## config.mk

```make
export PLATFORM = sky130hd
export DESIGN_NAME = trace_clk_divider
export DESIGN_NICKNAME = d
export VERILOG_FILES = /design/src/rtl/trace_clk_divider.sv
export SDC_FILE = /design/constraint.sdc
export NUM_CORES = 1
export LEC_CHECK = 0
export BUFFER_PORTS_ARGS = -buffer_cell sky130_fd_sc_hd__buf_2
export CORE_AREA = 2 2 39 41
export DETAILED_ROUTE_END_ITERATION = 8
export DIE_AREA = 0 0 41 43
export SLEW_MARGIN = 20
export SYNTH_ARGS = -nofsm -noshare
export SYNTH_HDL_FRONTEND = slang
export SYNTH_SLANG_ARGS = --single-unit
```

## constraint.sdc

```tcl
create_clock -name clk -period 2.1 [get_ports clk]
set_clock_uncertainty 0.15 [all_clocks]
set_input_delay 0.42 -clock clk [delete_from_list [all_inputs] [get_ports clk]]
set_output_delay 0.42 -clock clk [all_outputs]
set_load 0.1 [all_outputs]
```

## src/rtl/trace_clk_divider.sv

```systemverilog
module trace_clk_divider #(
  parameter logic [1:0] RESET_CODE = 2'd2
) (
  input  logic       clk,
  input  logic       rst_n,
  input  logic       wr_en,
  input  logic [1:0] wr_ratio,
  input  logic       wr_load,
  output logic [1:0] staged_ratio,
  output logic [1:0] active_ratio,
  output logic       trace_clk
);

  logic [1:0] staged_q, active_q, pend_code;
  logic       pend_vld, phase_cnt, clk_q;

  wire legal_wr  = (wr_ratio == 2'd1) || (wr_ratio == 2'd2);
  wire strobe    = wr_en && wr_load;
  wire half_len1 = (active_q == 2'd1);
  wire end_half  = half_len1 || phase_cnt;
  wire apply     = end_half && !clk_q && pend_vld;

  always_ff @(posedge clk or negedge rst_n) begin
    if (!rst_n) staged_q <= RESET_CODE;
    else if (wr_en) staged_q <= wr_ratio;
  end

  always_ff @(posedge clk or negedge rst_n) begin
    if (!rst_n) begin
      phase_cnt <= 1'b0;
      clk_q     <= 1'b0;
    end else if (end_half) begin
      phase_cnt <= 1'b0;
      clk_q     <= ~clk_q;
    end else begin
      phase_cnt <= 1'b1;
    end
  end

  always_ff @(posedge clk or negedge rst_n) begin
    if (!rst_n) begin
      active_q  <= RESET_CODE;
      pend_vld  <= 1'b0;
      pend_code <= RESET_CODE;
    end else begin
      if (apply) begin
        active_q <= pend_code;
        pend_vld <= 1'b0;
      end
      if (strobe && legal_wr) begin
        pend_vld  <= 1'b1;
        pend_code <= wr_ratio;
      end
    end
  end

  assign staged_ratio = staged_q;
  assign active_ratio = active_q;
  assign trace_clk    = clk_q;

  assert_active_legal_R3: assert property (@(posedge clk) disable iff (!rst_n)
    (active_ratio == 2'd1) || (active_ratio == 2'd2));

  assert_switch_on_rise_R5: assert property (@(posedge clk) disable iff (!rst_n)
    !$stable(active_ratio) |-> $rose(trace_clk));

  assert_div2_toggles_R2: assert property (@(posedge clk) disable iff (!rst_n)
    (active_ratio == 2'd1) |=> (trace_clk != $past(trace_clk)));

  assert_plain_write_no_effect_R4: assert property (@(posedge clk) disable iff (!rst_n)
    (wr_en && !wr_load && !pend_vld) |=> $stable(active_ratio));

  assert_illegal_strobe_dropped_R3: assert property (@(posedge clk) disable iff (!rst_n)
    (strobe && !legal_wr && !pend_vld) |=> ($stable(active_ratio) && !pend_vld));

  assert_readback_R7: assert property (@(posedge clk) disable iff (!rst_n)
    wr_en |=> (staged_ratio == $past(wr_ratio)));

endmodule

```

## After elaboration in Yosys (flattened, before gate mapping)

Index checks and enable logic that the tools add are counted.
Widths: inputs -> output; s select.

- Muxes and demuxes: 3
- Equal/unequal tests: 3
- Reduce and logical (&&, ||, !) cells: 8
- Bitwise gates (word level): 1

Operators with widths:

| cell | number |
|---|---|
| $eq 2x1->1 const B | 2 |
| $logic_and 1x1->1 | 4 |
| $mux 1 | 3 |
| $eq 2x2->1 const B | 1 |
| $logic_or 1x1->1 | 2 |
| $reduce_bool 2->1 | 1 |
| $logic_not 1->1 | 1 |
| $not 1->1 | 1 |

- Output and inout bits: 5
- Bits in registers: 9

## Logic depth before layout (Yosys ltp)

- Depth in word-level cells: 6
- Depth in mapped cells: 3
- Mapped depth without buffers: 3

## Least setup slack after synthesis

No wires, ideal clock.

- Path kind: register to register
- Start: register active_q[0], in the netlist active_ratio[0]
- End: register clk_q, in the netlist trace_clk
- Slack: 0.395 ns
- Period minus slack after synthesis: 1.705 ns
- Arrival time: 1.395 ns
- Stages on the path, launching flop included: 4
- Buffers on the path: 0
- Cells stage by stage: dfrtp_1 nor2b_2 nor2_2 xnor2_1

- Longest elaborated chain between the ends: 2

RTL lines:

| what | line | text |
|---|---|---|
| start, declared | 14 | `logic [1:0] staged_q, active_q, pend_code;` |
| start signal, assigned | 47 | `active_q <= pend_code;` |
| $eq 2x1->1 | 19 | `wire half_len1 = (active_q == 2'd1);` |
| $logic_or 1x1->1 | 20 | `wire end_half = half_len1 \|\| phase_cnt;` |
| end signal, assigned | 34 | `clk_q <= ~clk_q;` |
| end, declared | 15 | `logic pend_vld, phase_cnt, clk_q;` |

Every way passes these cells.
A chain may end at the register's enable or synchronous reset.

## Worst setup path in the final report

- Start: register active_q[1], in the netlist active_ratio[1]
- End: output active_ratio[1]

RTL lines:

| what | line | text |
|---|---|---|
| end, declared | 10 | `output logic [1:0] active_ratio,` |

No word-level cell between the ends.

==> impl_metrics.toml <==
[status]
outcome = "completed"

[grt]
track_usage_pct = 10.7
antenna_found_initial = 0
grt_pass1_vias = 291
grt_start_max_net_pins = 10
grt_remaining_overflow = 0
grt_pass1_wl_um = 1170

[clock_network]
cts_sinks = 9
cts-root-buf = "clkbuf_4"
clk_path_buf_depth = 2
cts-htree-levels = 1
hold_buffers = 1
cts_tree = "yes"
clkTransAtPathRegs_ps = 60
clock_latency_ps = 260
cts_resized = 0
cts_setup_buffers = 0
cts_buffers = 3

[floorplanning]
die_height_um = 43
rows = 14
io_pins = 11
core_um2 = 1380
initial_core_util_pct = 27.8
fp.dieW_um = 41
die-area_um2 = 1760

[critical_path]
cp-start-kind = "register"
crit_start = "active_ratio[1]"
end_kind = "primary output"
worst_ep_arrival_time_ps = 1240
r2r_cells = 3
cp_slowest_cell = "dfstp_2"
crit_path_max_incr_delay_ps = 560
cp_cell_sequence = "buf_2"
crit_end = "active_ratio[1]"
r2r_slack_ps = 1000
required_ps = 1530
critPathKind = "register to primary output"
critPathTopFamily = "flip-flops"
crit_buf_inv = 1
worst-path-stages = 1
timing.rr.end = "active_ratio[1]"
rr_startpoint = "pend_vld"
worstPathMaxFanout = 4

[timing]
finalHoldViolations = 0
tightest_slew_ps = 485
setup_viol = 0
post-route-period-util_pct = 86.2
max_freq_ghz = 0.553
max_slew_margin_pct = 67.9
timing.hold.ws_ps = 225
tns_ps = 0
rsz0062_at_grt = "false"
fin_crit_ps = 1810
final-max-slew-violation-count = 0

[layout]
area_growth_pct = 27.7
drive_gt1_share_pct = 44.7
stdcell_count = 63
utilization_pct = 35.4
diodes = 0
layout.nets = 54
final.fill_count = 147

[power]
power_density_nw_per_um2 = 1710
p_total_mw = 0.838
leakage_nw = 0.216
ir_drop_v = 0.000557

[detailed_routing]
wire_per_inst_um = 11.7
num_vias = 291
routed_wl_um = 738
drtPass1Iterations = 4
routed_via_density = 4.62
drc = 0
ant_nets = 0
drt-initial-drc-count = 3

[yosys]
avgSynthCellArea_um2 = 12.0
synth_top_cell_area_share_pct = 39.1
yosysSeqAreaShare_pct = 59.6
synth_cell_type_count = 15
yosysWarnings = 0
synthTopCellsByArea = "dfrtp_1 (39%), dfstp_2 (21%), a21oi_1 (6.5%), mux2_2 (5.9%), nor2b_2 (4.6%)"
yosysTopAreaCell = "dfrtp_1"
syn_nets = 38
syn_area_um2 = 384
synthCells = 32
ys_seq_elements = 9

[placement]
io_buffers = 10
place_inst = 58
dpl.hpwl_um = 540
gp_congestion = 0.636

[worst_hold_path]
hold_path.class = "input pin to register"
whs_path_depth = 2

[flow_run]
drv_cap = 0
[layer usage]
metal	GRT usage [%]	share of wire (%)
met3	3.66	5.3
met4	10.0	0
met1	12.7	47
met2	14.1	48
met5	0	0
[stage by stage]
stage	setup WS, ps	cell area, um2
3_5_place_dp	565	454
3_3_place_gp	574	454
2_1_floorplan	395	384
5_1_grt	255	490
4_1_cts	279	490
6_report	290	490
[area by class of cell]
cell class              instances  area, um2  share of cell area, %
clock buffers                   4       26.3                   5.36
inverters                       1       3.75                  0.765
multi-input cells              22        151                   30.9
flip-flops and latches          9        229                   46.7
well taps                      16       20.0                   4.08
repair buffers                 11       60.1                   12.2
[flip-flops by register name, summed over array words and instances, names as in the netlist]
name	count
trace_clk	1
phase_cnt	1
active_ratio	2
pend_vld	1
pend_code	2
staged_ratio	2
[cells in the mapped netlist]
cell type	number
dfrtp_1	6
a21oi_1	5
dfstp_2	3
a31oi_1	2
mux2_2	2
nand2_1	2
nor2b_2	2
o21ai_0	2
xnor2_1	2
a22o_1	1
inv_1	1
nor2_2	1
o21a_1	1
o21bai_1	1
o2bb2ai_1	1
[logic make-up (layout without fill, tap and decap cells)]
| kind of cell | count (synthesis) | count (layout) | share of synthesized area, % |
|---|---|---|---|
| xor+xnor | 2 | 2 | 4.56 |
| compound gates | 13 | 13 | 20.8 |
| buf+inv | 1 | 16 | 0.976 |
| mux | 2 | 2 | 5.86 |
| flops | 9 | 9 | 59.6 |
| simple gates | 5 | 5 | 8.15 |
[cell usage in the layout (no fill, tap or decap)]
| cell | n |
|---|---|
| nand2_1 | 2 |
| buf_2 | 10 |
| dfstp_2 | 3 |
| xnor2_1 | 2 |
| mux2_2 | 2 |
| clkbuf_4 | 3 |
| o21a_1 | 1 |
| o21ai_0 | 2 |
| a22o_1 | 1 |
| dfrtp_1 | 6 |
| nor2b_2 | 2 |
| o21bai_1 | 1 |
| nor2_2 | 1 |
| dlygate4sd3_1 | 1 |
| clkbuf_1 | 1 |
| a31oi_1 | 2 |
| inv_1 | 1 |
| o2bb2ai_1 | 1 |
| a21oi_1 | 5 |
[worst min path at each step]
| stage | start | end | slack, ps |
|---|---|---|---|
| 2_1_floorplan | rst_n | active_ratio[0] | -30 |
| 3_3_place_gp | rst_n | active_ratio[0] | 130 |
| 3_5_place_dp | rst_n | active_ratio[0] | 130 |
| 4_1_cts | wr_ratio[0] | pend_code[1] | 210 |
| 5_1_grt | wr_ratio[0] | pend_code[1] | 230 |
| 6_report | wr_ratio[0] | pend_code[1] | 230 |
[power breakdown]
part	total (mW)	leakage, nW	switching, mW	internal (mW)
logic	0.410	0.0954	0.310	0.0998
registers	0.295	0.105	0.0560	0.239
clock network	0.133	0.0150	0.0596	0.0732
[worst reg2reg max path: stages, from the launching register on]
cell and delay, ps:
dfrtp_1 370, nor2b_2 170, o21a_1 110, a22o_1 220
(Power assumes the default switching activity.)
